===== src/rtl/com_scan_pkg.sv =====
package com_scan_pkg;
   typedef enum logic [1:0] {
      LVL_V0  = 2'b00,
      LVL_V12 = 2'b01,
      LVL_V43 = 2'b10,
      LVL_V5  = 2'b11
   } drive_lvl_t;

   localparam int unsigned LVL_W = 2;

   function automatic drive_lvl_t pick_level(input logic frame, input logic on_n, input logic bit_v);
      drive_lvl_t l;
      if (!on_n)
         l = LVL_V5;
      else begin
         unique case ({frame, bit_v})
            2'b00:   l = LVL_V43;
            2'b01:   l = LVL_V0;
            2'b10:   l = LVL_V12;
            default: l = LVL_V5;
         endcase
      end
      return l;
   endfunction
endpackage


===== src/rtl/pulse_fall_detect.sv =====
module pulse_fall_detect (
   input  logic clk,
   input  logic rst_n,
   input  logic pulse_i,
   output logic fall_o
);
   logic pulse_q;

   always_ff @(posedge clk or negedge rst_n) begin
      if (!rst_n) pulse_q <= 1'b0;
      else        pulse_q <= pulse_i;
   end

   assign fall_o = pulse_q & ~pulse_i;
endmodule


===== src/rtl/scan_chain.sv =====
module scan_chain #(
   parameter int unsigned COLS = 160
) (
   input  logic            clk,
   input  logic            rst_n,
   input  logic            shift_i,
   input  logic            clear_i,
   input  logic            up_i,
   input  logic            split_i,
   input  logic            feed_lo_i,
   input  logic            feed_hi_i,
   input  logic            aux_i,
   output logic [COLS-1:0] state_o,
   output logic            tail_o
);
   localparam int unsigned HALF = COLS / 2;

   logic [COLS-1:0] q;
   logic [COLS-1:0] nxt;

   for (genvar c = 0; c < COLS; c++) begin : g_col
      logic from_lo;
      logic from_hi;
      if (c == 0) begin : g_lo_end
         assign from_lo = feed_lo_i;
      end else if (c == HALF) begin : g_lo_mid
         assign from_lo = split_i ? aux_i : q[c-1];
      end else begin : g_lo_mid_n
         assign from_lo = q[c-1];
      end
      if (c == COLS - 1) begin : g_hi_end
         assign from_hi = feed_hi_i;
      end else if (c == HALF - 1) begin : g_hi_mid
         assign from_hi = split_i ? aux_i : q[c+1];
      end else begin : g_hi_mid_n
         assign from_hi = q[c+1];
      end
      assign nxt[c] = up_i ? from_lo : from_hi;
   end

   always_ff @(posedge clk or negedge rst_n) begin
      if (!rst_n)       q <= '0;
      else if (clear_i) q <= '0;
      else if (shift_i) q <= nxt;
   end

   always_comb begin
      if (up_i) tail_o = split_i ? q[HALF-1] : q[COLS-1];
      else      tail_o = split_i ? q[HALF]   : q[0];
   end

   assign state_o = q;
endmodule


===== src/rtl/level_map.sv =====
module level_map #(
   parameter int unsigned COLS = 160
) (
   input  logic [COLS-1:0]                       bits_i,
   input  logic                                  frame_i,
   input  logic                                  on_n_i,
   output logic [COLS*com_scan_pkg::LVL_W-1:0]   level_o
);
   import com_scan_pkg::*;

   for (genvar c = 0; c < COLS; c++) begin : g_lvl
      assign level_o[c*LVL_W +: LVL_W] = pick_level(frame_i, on_n_i, bits_i[c]);
   end
endmodule


===== src/rtl/com_scan_shifter.sv =====
module com_scan_shifter #(
   parameter int unsigned COLS = 160
) (
   input  logic                  clk,
   input  logic                  rst_n,
   input  logic                  scan_pulse,
   input  logic                  dir_up,
   input  logic                  dual_chain,
   input  logic                  blank_n,
   input  logic                  frame_inv,
   input  logic                  pin_lo_in,
   output logic                  pin_lo_out,
   output logic                  pin_lo_oe,
   input  logic                  pin_hi_in,
   output logic                  pin_hi_out,
   output logic                  pin_hi_oe,
   input  logic                  aux_in,
   output logic [2*COLS-1:0]     row_level
);
   localparam int unsigned HALF = COLS / 2;

   if (COLS < 4 || (COLS % 2) != 0) begin : g_bad_cols
      $error("com_scan_shifter: COLS must be even and at least 4");
   end

   logic            lp_fall;
   logic [COLS-1:0] col_q;
   logic            tail;
   logic            feed_lo;
   logic            feed_hi;

   pulse_fall_detect u_edge (
      .clk     (clk),
      .rst_n   (rst_n),
      .pulse_i (scan_pulse),
      .fall_o  (lp_fall)
   );

   assign feed_lo = dir_up  & pin_lo_in;
   assign feed_hi = ~dir_up & pin_hi_in;

   scan_chain #(.COLS(COLS)) u_chain (
      .clk       (clk),
      .rst_n     (rst_n),
      .shift_i   (lp_fall),
      .clear_i   (~blank_n),
      .up_i      (dir_up),
      .split_i   (dual_chain),
      .feed_lo_i (feed_lo),
      .feed_hi_i (feed_hi),
      .aux_i     (aux_in),
      .state_o   (col_q),
      .tail_o    (tail)
   );

   level_map #(.COLS(COLS)) u_map (
      .bits_i  (col_q),
      .frame_i (frame_inv),
      .on_n_i  (blank_n),
      .level_o (row_level)
   );

   assign pin_lo_oe  = ~dir_up;
   assign pin_hi_oe  = dir_up;
   assign pin_lo_out = ~dir_up & tail;
   assign pin_hi_out = dir_up & tail;
endmodule


===== config.mk =====
export PLATFORM = sky130hd
export DESIGN_NAME = com_scan_shifter
export DESIGN_NICKNAME = d
export VERILOG_FILES = /design/src/rtl/com_scan_pkg.sv /design/src/rtl/pulse_fall_detect.sv /design/src/rtl/scan_chain.sv /design/src/rtl/level_map.sv /design/src/rtl/com_scan_shifter.sv
export SDC_FILE = /design/constraint.sdc
export NUM_CORES = 1
export LEC_CHECK = 0
export ABC_AREA = 1
export BUFFER_PORTS_ARGS = -buffer_cell sky130_fd_sc_hd__buf_2
export CORE_AREA = 2 2 158 160
export CTS_BUF_LIST = sky130_fd_sc_hd__clkbuf_2
export DETAILED_ROUTE_END_ITERATION = 10
export DIE_AREA = 0 0 160 162
export PLACE_DENSITY = 0.75
export SYNTH_ARGS = -nofsm -noshare
export SYNTH_HDL_FRONTEND = slang
export SYNTH_SLANG_ARGS = --single-unit

===== constraint.sdc =====
create_clock -name clk -period 3.35 [get_ports clk]
set_clock_uncertainty 0.1 [all_clocks]
set_input_delay 0.67 -clock clk [delete_from_list [all_inputs] [get_ports clk]]
set_output_delay 0.67 -clock clk [all_outputs]
set_load 0.005 [all_outputs]

==> summary.md, run 1 <==
| Metric | Value |
|---|---|
| Status | finished, final reports clean |
| Worst VDD drop | 0.205 mV |
| Total vias in the final route | 10300 |
| Flops & latches, synth | 161 |
| Most common cell in the netlist | nand2_1 |
| Post-Syn Area | 0.0110 mm² |
| Sum Neg Setup Slack | 0 ps |
| Final Hold Viols | 0 |
| Synth area leader | dfrtp_1 |
| Max Cap Violations | 0 |
| Arrival time of the worst setup path | 1990 ps |
| Worst-Skew Late Latency | 720 ps |
| Main combinational cell family by area after synthesis | simple AND/OR/NAND/NOR gates |
| Gate Count Post-Synth | 1665 |
| P_int | 2520 µW |
| Port bufs | 333 |
| Grt total ovfl | 0 |
| Routability cong. | 0.840 |
| Dpl hpwl | 17900 µm |
| Top cells by area, synth | dfrtp_1, nand2_1, o21ai_0 |
| Crit path max-delay family | buffers and inverters |
| Period minus WS final | 2760 ps |
| Post-synth ARST share | 100% |
| Setup Fix Bufs, Post-CTS | 0 |
| Layout cell share with drive strength beyond 1 | 22.0% |
| CTS tree | yes |
| RR Startpoint | u_edge.pulse_q |
| Die width | 160 µm |
| Post_cts resized | 0 |
| R2R Path End | u_chain.state_o[101] |
| Comb pwr share | 17.2% |
| Fmax | 362 MHz |
| Initial antenna violation count | 1 |
| Post-synthesis sequential area ratio | 36.5% |
| Min-Delay Path Class | primary input to flop |
| Maximum buffer depth of the clock tree | 2 |
| Clk sink count | 161 |
| Final wirelength | 27300 µm |
| Top-area cell type share of the netlist area | 36.5% |
| PD cells | 306 mW/mm² |
| Crit. Startpoint | frame_inv |
| Core box area | 0.0241 mm² |
| CP cell instances | clkbuf_8 > or2_4 > buf_12 > buf_2 |
| Via density | 4.93 |
| First DRT Iteration DRCs | 734 |
| Clock transition at path regs | 210 ps |
| Worst Reg2Reg Path Length in Cells | 5 |
| Relative slew slack | 33.6% |
| Worst stage delay on the critical path | 440 ps |
| Global-route wire length before repair | 43700 µm |
| Mux share of post-synthesis cell area | 0% |
| Synth warn | 0 |
| Largest net degree at the start of global routing | 110 |
| Die area | 0.0259 mm² |
| Hold slack | 180 ps |
| Clk network pwr share | 29.0% |
| Site Rows | 57 |
| Simple-Gate Fraction of Synth Area | 22.6% |
| Leak | 0.00575 µW |
| EDFF count, synth | 0 |
| Area grow syn2layout | 7.47% |
| Synth top cells by count | nand2_1, o21ai_0, buf_4 |
| Syn_nets | 1679 |
| Worst EP required | 2580 ps |
| Worst Setup End Kind | output pin |
| Final nets | 1774 |
| Startpoint Class | primary input |
| Netlist cell types | 16 |
| CTS H-tree lvls | 4 |
| Slew Limit Fails | 0 |
| Tightest Pin Transition | 997 ps |
| CTS root buffer | clkbuf_2 |
| Adder-Cell Fraction of Synth Area | 0.454% |
| WS Path Type | primary input to output pin |
| Crit path buf inv count | 3 |
| Sw power | 1110 µW |
| Via count of the first global-routing pass | 8848 |
| Drt first pass iters | 5 |
| Antenna-violating nets left | 0 |
| Cells on Worst Hold Path | 5 |
| Stages on the worst setup path | 4 |
| Starting Density | 45.8% |
| CTS Buf Count | 17 |
| DRC viols | 0 |
| Post-synthesis compound-gate area fraction | 21.7% |
| XOR/XNOR share of the synthesized area | 0% |
| Overall Power | 3630 µW |
| Total Routing Usage GR | 20.4% |
| Worst Setup EP | row_level[316] |
| IO Count | 334 |
| Crit-path max FO | 106 |
| Final setup viols | 0 |
| Crit-path slowest cell | or2_4 |
| R2r setup slk | 1620 ps |
| Synth Flop Type | dfrtp_1 |
| Die H | 162 µm |
| Unrepaired setup endpoints after global routing | false |
| Syn avg cell area | 6.63 µm² |
| Wirelength per Cell | 13.0 µm |
| Sw Share | 30.6% |
| Final Cycle Share | 82.5% |
| Sequential share of power | 53.8% |
[worst min-delay path by stage]
stage                               startpoint              endpoint  slack, ps
after floorplan                          rst_n    u_chain.state_o[0]        270
final                                pin_hi_in  u_chain.state_o[159]        180
after detailed placement  u_chain.state_o[129]  u_chain.state_o[129]        390
after global placement    u_chain.state_o[148]  u_chain.state_o[148]        400
after global routing                 pin_hi_in  u_chain.state_o[159]         90
after CTS                            pin_hi_in  u_chain.state_o[159]         90
[flip-flops by register name (all words and copies together) (netlist names)]
register         flops
u_chain.state_o    160
u_edge.pulse_q       1
[per-stage QoR]
step	utilization, %	std cells	worst slack [ps]	instance area [µm²]
3_5_place_dp	48.2	2063	562	11600
4_1_cts	49.2	2096	522	11900
3_3_place_gp	48.2	2063	631	11600
6_report	49.2	2098	585	11900
5_1_grt	49.2	2098	450	11900
2_1_floorplan	-	1665	306	11000
[worst reg2reg max path, delay by kind of cell, from the launching register on]
kind                   cells  cell delay, ps
buffers and inverters      2             810
DFF                        1             430
and+or+nand+nor            3             360
[what timing repair did]
item	in CTS	in global routing
hold endpoints to repair	64	0
setup endpoints to repair	0	0
hold buffers	2	0
[cells in the final DEF, fill, tap and decap left out, types with 3 or more instances in the layout]
master / instances
ha_1: 4
dfrtp_1: 161
nand3_1: 3
inv_4: 3
o21ai_1: 7
buf_2: 330
buf_12: 7
buf_4: 14
nand2_1: 649
a21oi_1: 160
inv_1: 81
o21ai_0: 308
clkbuf_2: 21
nor2_1: 6
[area by class of cell]
| type | count | area, µm² |
|---|---|---|
| antenna | 2 | 5.00 |
| sequential | 161 | 4030 |
| fill | 2454 | 12200 |
| clock buffer | 21 | 105 |
| inverter | 84 | 323 |
| tap | 324 | 405 |
| multi-input combinational | 1141 | 4940 |
| clock inverter | 10 | 111 |
| timing repair buffer | 355 | 1940 |
[cell families after synthesis]
group,count (synthesis)
compound gates,476
simple gates,661
buf+inv,363
flops,161
fa+ha+maj,4
[routing by layer]
| metal | part of all wire [%] | wire length (µm) | track usage [%] |
|---|---|---|---|
| met1 | 46 | 12400 | 27.0 |
| met2 | 47 | 12900 | 34.2 |
| met3 | 5.3 | 1450 | 3.32 |
| met4 | 2.0 | 551 | 6.63 |
| met5 | 0 | 0 | 0 |
[power by group through the flow]
stage / clock network [µW] / logic, µW / registers, µW
floorplan: 0 / 472 / 1990
global placement: 0 / 622 / 1990
detailed placement: 0 / 629 / 1990
CTS: 1100 / 632 / 1950
global route: 1170 / 696 / 1960
finish: 1050 / 624 / 1950
(Power assumes the default switching activity.)
==> inputs of run 2 (changes only) <==
--- a/config.mk
+++ b/config.mk
@@ -5,13 +5,13 @@
 export SDC_FILE = /design/constraint.sdc
 export NUM_CORES = 1
 export LEC_CHECK = 0
-export ABC_AREA = 1
+export ABC_AREA = 0
 export BUFFER_PORTS_ARGS = -buffer_cell sky130_fd_sc_hd__buf_2
-export CORE_AREA = 2 2 158 160
+export CORE_AREA = 2 2 157 159
 export CTS_BUF_LIST = sky130_fd_sc_hd__clkbuf_2
 export DETAILED_ROUTE_END_ITERATION = 10
-export DIE_AREA = 0 0 160 162
-export PLACE_DENSITY = 0.75
+export DIE_AREA = 0 0 159 161
+export PLACE_DENSITY = 0.72
 export SYNTH_ARGS = -nofsm -noshare
 export SYNTH_HDL_FRONTEND = slang
 export SYNTH_SLANG_ARGS = --single-unit
==> constraint.sdc (replaced) <==
create_clock -name clk -period 2.85 [get_ports clk]
set_clock_uncertainty 0.1 [all_clocks]
set_input_delay 0.57 -clock clk [delete_from_list [all_inputs] [get_ports clk]]
set_output_delay 0.57 -clock clk [all_outputs]
set_load 0.005 [all_outputs]
==> run 2 against run 1 <==
Compared with the run above: global-route usage decreased by 3.1 points; sequential power rose by 18%; combinational power rose by 29%; utilization grew 0.64 points; hold slack improved by 50 ps; sequential share of layout area is 0.24 points lower; largest cell class unchanged.
==> summary.md, run 2 <==
| Metric | Value |
|---|---|
| Leak | 0.00595 µW (+3.5%) |
| CTS H-tree lvls | 4 (unchanged) |
| Die H | 161 µm (-0.62%) |
| EDFF count, synth | 0 (unchanged) |
| CTS tree | yes |
| Flops & latches, synth | 161 (unchanged) |
| Fmax | 397 MHz |
| Total vias in the final route | 7618 (-26%) |
| Via density | 4.94 (+0.20%) |
| Gate Count Post-Synth | 1069 (-36%) |
| Hold path endpoint | u_chain.state_o[80] |
| Netlist cell types | 18 (+2) |
| Sw Share | 29.5% (-1.1 points) |
| Sequential share of power | 51.8% (-2.0 points) |
| PD cells | 371 mW/mm² (+21%) |
| Synth warn | 0 (unchanged) |
| RR Startpoint | u_edge.pulse_q |
| Syn avg cell area | 10.1 µm² (+53%) |
| Die area | 0.0256 mm² (-1.2%) |
| Starting Density | 45.1% (-0.65 points) |
| Sw power | 1310 µW (+18%) |
| Grt total ovfl | 0 (unchanged) |
| Clk network pwr share | 30.1% (+1.1 points) |
| CTS Buf Count | 17 (unchanged) |
| Top cells by area, synth | dfrtp_1, mux2i_1, o2bb2ai_1 |
| Core box area | 0.0240 mm² (-0.59%) |
| Worst Reg2Reg Path Length in Cells | 3 (-2) |
| Global Route met1 Usage | 25.6% (-1.4 points) |
| Post-synth ARST share | 100% (unchanged) |
| Wirelength per Cell | 14.8 µm (+14%) |
| Final nets | 1220 (-31%) |
| Antenna-violating nets left | 0 (unchanged) |
| Final Hold Viols | 0 (unchanged) |
| Period minus WS final | 2520 ps |
| Area grow syn2layout | 10.4% |
| Most crowded layer after global routing | met2 |
| Worst EP required | 2180 ps (-400 ps) |
| Synth Flop Type | dfrtp_1 |
| DRC viols | 0 (unchanged) |
| Largest net degree at the start of global routing | 161 (+46%) |
| Worst-Skew Late Latency | 710 ps (about the same) |
| Met2 usage | 25.8% (-8.4 points) |
| Final setup viols | 0 (unchanged) |
| Overall Power | 4430 µW (+22%) |
| Die width | 159 µm (-0.63%) |
| First DRT Iteration DRCs | 325 (-56%) |
| Final wirelength | 22800 µm (-16%) |
| Crit-path max FO | 5 (-95%) |
| Post-Syn Area | 0.0108 mm² (-2.0%) |
| Max reg flops | 160 (unchanged) |
| R2r setup slk | 1160 ps (-460 ps) |
| Tightest Pin Transition | 735 ps (-261 ps) |
| Status | finished, final reports clean |
| Drt first pass iters | 4 (-1) |
| Routability cong. | 0.756 (-10%) |
| Final Cycle Share | 88.4% |
| R2R Path End | u_chain.state_o[108] |
| Syn_nets | 1083 (-35%) |
| Unrepaired setup endpoints after global routing | false |
| Post-synthesis sequential area ratio | 37.3% (+0.75 points) |
| Arrival time of the worst setup path | 1850 ps (-140 ps) |
| Sum Neg Setup Slack | 0 ps (unchanged) |
| Relative slew slack | 51.0% (+17 points) |
| Clock transition at path regs | 230 ps (+20 ps) |
| Total Routing Usage GR | 17.3% (-3.1 points) |
| Dpl hpwl | 15200 µm (-15%) |
| Synth top cells by count | buf_4, mux2i_1, dfrtp_1 |
| Synth area leader | dfrtp_1 |
| Comb pwr share | 18.1% (+0.9 points) |
| Most frequent cells in the layout | buf_2, mux2i_1, dfrtp_1, nand2_1 |
| Via count of the first global-routing pass | 6911 (-22%) |
| Most common cell after layout, fill and taps aside | buf_2 |
| Startpoint Class | flop |
| Max Cap Violations | 0 (unchanged) |
| Top-area cell type share of the netlist area | 37.3% (+0.75 points) |
| IO Count | 334 (unchanged) |
| Min-Delay Path Class | primary input to flop |
| Cells on Worst Hold Path | 4 (-1) |
| M3 GR Usage | 3.88% (+0.56 points) |
| Crit. Startpoint | u_chain.state_o[129] |
| Min-delay src | aux_in |
| Antenna Cells | 0 (-2) |
| CTS root buffer | clkbuf_2 |
| Most common cell in the netlist | buf_4 |
| Global-route wire length before repair | 36900 µm (-16%) |
| Layout cell share with drive strength beyond 1 | 32.2% (+10 points) |
| Site Rows | 57 (unchanged) |
| Worst Setup End Kind | output pin |
| Maximum buffer depth of the clock tree | 2 (unchanged) |
| WS Path Type | flop to output pin |
| Clk sink count | 161 (unchanged) |
| P_int | 3130 µW (+24%) |
| Port bufs | 333 (unchanged) |
| Slew Limit Fails | 0 (unchanged) |
| Initial antenna violation count | 0 (-1) |
| Worst VDD drop | 0.232 mV (+13%) |
[run 2: cell types whose count changed in the layout (fill, tap and decap cells not counted), moves of 77 or more]
cell | previous run | this run
mux2i_1 | 0 | 162
o2bb2ai_1 | 0 | 158
inv_1 | 81 | 4
a21oi_1 | 160 | 0
o21ai_0 | 308 | 0
nand2_1 | 649 | 160
xor2_1 | 0 | 158
[run 2: per-stage QoR]
step / setup slack, ps / std cells / hold WS, ps / util (%) / instance area (µm²)
global route: 108 / 1543 / 155 / 49.8 / 11900
floorplan: -14.6 / 1069 / 174 / - / 10800
CTS: 214 / 1543 / 134 / 49.8 / 11900
finish: 331 / 1543 / 230 / 49.8 / 11900
global placement: 467 / 1507 / 439 / 48.6 / 11600
detailed placement: 418 / 1507 / 444 / 48.6 / 11600
[run 2: how the worst max path moves through the flow]
stage	end	slack (ps)	cells past startpoint
after floorplan	row_level[100]	-10	5
after global placement	row_level[239]	470	5
after detailed placement	row_level[168]	420	4
after CTS	row_level[259]	210	4
after global routing	row_level[259]	110	4
final	row_level[259]	330	4
[run 2: area by class of cell]
cell class | instances | area [µm²]
tap | 324 | 405
fill | 2222 | 12000
timing repair buffer | 365 | 2090
clock inverter | 13 | 158
sequential | 161 | 4030
clock buffer | 19 | 95.1
multi-input combinational | 657 | 5150
inverter | 4 | 15.0
[run 2: critical path, cell delays in order, from the launching register on]
cell	delay, ps
dfrtp_1	560
inv_1	80
ha_1	270
nand2b_1	130
buf_2	130
[run 2: repair_timing]
action                                 in CTS  in global routing
endpoints found under the hold margin      56                  0
hold buffers                                4                  0
buffers inserted                            0                  0
resized for setup                           0                  0
[run 2: layer usage]
metal  wire, µm  up-vias  part of all wire [%]
met5          0        -                     0
met3       1090       15                   4.8
li1           -     3769                     -
met2      10500      183                    46
met4        184        0                  0.81
met1      11100     3651                    49
[run 2: power groups by stage]
stage / Sequential (µW) / Combinational, µW / Clock, µW
5_1_grt: 2300 / 888 / 1490
4_1_cts: 2300 / 817 / 1390
3_5_place_dp: 2330 / 810 / 0
6_report: 2300 / 802 / 1330
2_1_floorplan: 2330 / 614 / 0
3_3_place_gp: 2330 / 803 / 0
[run 2: cells by family after synthesis]
logic type	count (synthesis)	synth area share (%)
and+or+nand+nor	170	6.03
adders and majority gates	4	0.463
muxes	162	15.0
buffers and inverters	251	15.3
xor gates and xnor gates	158	12.8
DFF	161	37.3
AOI/OAI and AO/OA	163	13.2
==> inputs of run 3 (changes only) <==
--- a/config.mk
+++ b/config.mk
@@ -12,6 +12,8 @@
 export DETAILED_ROUTE_END_ITERATION = 10
 export DIE_AREA = 0 0 159 161
 export PLACE_DENSITY = 0.72
+export RECOVER_POWER = 50
+export SLEW_MARGIN = 20
 export SYNTH_ARGS = -nofsm -noshare
 export SYNTH_HDL_FRONTEND = slang
 export SYNTH_SLANG_ARGS = --single-unit
==> run 3 against run 2 <==
Compared with the run above: the run now ends with max-capacitance violations, max-slew violations left; wire length decreased by 0.16%; critical path type is now primary input to flop; combinational power decreased by 0.6%; sequential share of layout area increased by 0.13 points; worst setup slack got worse by 85 ps; die area unchanged; critical path depth increased by 1; clock-buffer cell count unchanged; largest power group unchanged; critical endpoint is now u_chain.state_o[108]; clock power about the same; first-iteration DRC count increased by 5.8%; maximum frequency decreased by 3.3%.
==> summary.md, run 3 (synthesis results as in run 2) <==
| Metric | Value |
|---|---|
| Status | finished with violations |
| Failing checks | max-capacitance violations, max-slew violations |
| Worst stage delay on the critical path | 1280 ps (+720 ps) |
| Final setup viols | 0 (unchanged) |
| PD cells | 372 mW/mm² (+0.24%) |
| Crit-path slowest cell | clkbuf_4 |
| Crit-path max FO | 160 (+155) |
| Initial antenna violation count | 0 (unchanged) |
| Port bufs | 333 (unchanged) |
| Slew Limit Fails | 161 (+161) |
| Min-Delay Path Class | primary input to flop |
| WS Path Type | primary input to flop |
| Overall Power | 4430 µW (-0.15%) |
| Final Hold Viols | 0 (unchanged) |
| Worst-Skew Late Latency | 710 ps (about the same) |
| Startpoint Class | primary input |
| Layout cell share with drive strength beyond 1 | 32.1% (-0.082 points) |
| Wirelength per Cell | 14.8 µm (-0.16%) |
| CP cell instances | dlygate4sd3_1 > clkbuf_1 > nand3b_1 > clkbuf_4 > o2bb2ai_1 |
| Tightest Pin Transition | 1820 ps (+1080 ps) |
| Max Cap Violations | 1 (+1) |
| Via density | 4.93 (about the same) |
| IO Count | 334 (unchanged) |
| Min-delay src | aux_in |
| Max reg flops | 160 (unchanged) |
| Die area | 0.0256 mm² (unchanged) |
| Dpl hpwl | 15200 µm (unchanged) |
| Final wirelength | 22800 µm (-0.16%) |
| Period minus WS final | 2600 ps (+84.7 ps) |
| RR Startpoint | u_edge.pulse_q |
| Comb pwr share | 18.0% (about the same) |
| Hold slack | 234 ps (+4.31 ps) |
| Most frequent cells in the layout | buf_2, mux2i_1, dfrtp_1, nand2_1 |
| Core box area | 0.0240 mm² (unchanged) |
| Maximum buffer depth of the clock tree | 2 (unchanged) |
| Grt total ovfl | 0 (unchanged) |
| Cells on Worst Hold Path | 4 (unchanged) |
| Design area | 0.0119 mm² (-0.39%) |
| R2r setup slk | 380 ps (-780 ps) |
| Via count of the first global-routing pass | 6911 (unchanged) |
| CTS H-tree lvls | 4 (unchanged) |
| Global-route wire length before repair | 36900 µm (unchanged) |
| Most common cell after layout, fill and taps aside | buf_2 |
| Total Routing Usage GR | 17.3% (unchanged) |
| Dpl cell area | 0.0116 mm² (unchanged) |
| Worst VDD drop | 0.233 mV (+0.41%) |
| CTS Buf Count | 17 (unchanged) |
| Die H | 161 µm (unchanged) |
| Leak | 0.00593 µW (-0.33%) |
| Worst EP required | 3270 ps (+1090 ps) |
| Sw power | 1310 µW (-0.14%) |
| Non-Filler Instances | 1543 (unchanged) |
| Largest net degree at the start of global routing | 161 (unchanged) |
| Clk sink count | 161 (unchanged) |
| Relative slew slack | -21.2% (-72 points) |
| Hold path endpoint | u_chain.state_o[80] |
| Sequential share of power | 51.9% (about the same) |
| Worst Reg2Reg Path Length in Cells | 3 (unchanged) |
| Worst Setup End Kind | flop |
| Final nets | 1220 (unchanged) |
| R2R Path End | u_chain.state_o[108] |
| Die width | 159 µm (unchanged) |
| Arrival time of the worst setup path | 3020 ps (+1170 ps) |
| Area grow syn2layout | 10.0% |
| P_int | 3120 µW (-0.15%) |
| Antenna-violating nets left | 0 (unchanged) |
| Placed Instances | 1507 (unchanged) |
| Unrepaired setup endpoints after global routing | false |
| Setup Fix Bufs, Post-CTS | 0 (unchanged) |
| DP Worst Slack | 418 ps (unchanged) |
| Routability cong. | 0.756 (unchanged) |
| Antenna Cells | 0 (unchanged) |
| Final Cycle Share | 91.3% (+3.0 points) |
| First DRT Iteration DRCs | 344 (+5.8%) |
| Crit. Startpoint | scan_pulse |
| Drt first pass iters | 5 (+1) |
| Clock transition at path regs | 230 ps (about the same) |
| Starting Density | 45.1% (unchanged) |
| Site Rows | 57 (unchanged) |
| Total vias in the final route | 7611 (-0.092%) |
| CTS root buffer | clkbuf_2 |
| Setup WS post-layout | 247 ps (-84.7 ps) |
| Fmax | 384 MHz (-3.3%) |
| DRC viols | 0 (unchanged) |
| CTS tree | yes |
| Clk network pwr share | 30.1% (about the same) |
| Sw Share | 29.5% (about the same) |
## run 3: changes by cell type in the layout (fill, tap and decap cells not counted), sizes merged
cell	change
buf	-6
clkbuf	+6
## run 3: layer usage
metal	track usage, %	vias up	share of wire, %
met5	0	-	0
met4	3.76	0	0.79
met3	3.88	14	4.9
met2	25.8	176	46
met1	25.6	3654	49
li1	-	3767	-
## run 3: worst max path at each step
stage	to	slack, ps
floorplan	row_level[100]	-10
global placement	row_level[239]	470
global route	row_level[259]	110
detailed placement	row_level[168]	420
CTS	row_level[259]	210
finish	u_chain.state_o[108]	250
## run 3: power groups by stage
stage | Sequential [µW] | Clock [µW] | Combinational, µW
floorplan | 2330 | 0 | 614
global placement | 2330 | 0 | 803
detailed placement | 2330 | 0 | 810
CTS | 2300 | 1390 | 817
global route | 2300 | 1490 | 882
finish | 2300 | 1330 | 797
## run 3: what timing repair did
action                                 in CTS  in global routing
hold buffers                                4                  0
endpoints found under the hold margin      56                  0
gates resized for setup                     0                  0
## run 3: worst max-delay path: cells and delay by family
kind	cells	cell delay [ps]
buf+inv	3	1960
compound gates	1	210
simple gates	1	120
## run 3: area by class of cell
cell class | count | area, µm²
fill | 2232 | 12100
multi-input combinational | 657 | 5150
sequential | 161 | 4030
timing repair buffer | 365 | 2050
tap | 324 | 405
clock inverter | 13 | 158
clock buffer | 19 | 95.1
inverter | 4 | 15.0
## run 3: stage by stage
stage	TNS, ps	util [%]
floorplan	-2270	-
global placement	0	48.6
detailed placement	0	48.6
CTS	0	49.8
global route	0	49.6
finish	0	49.6
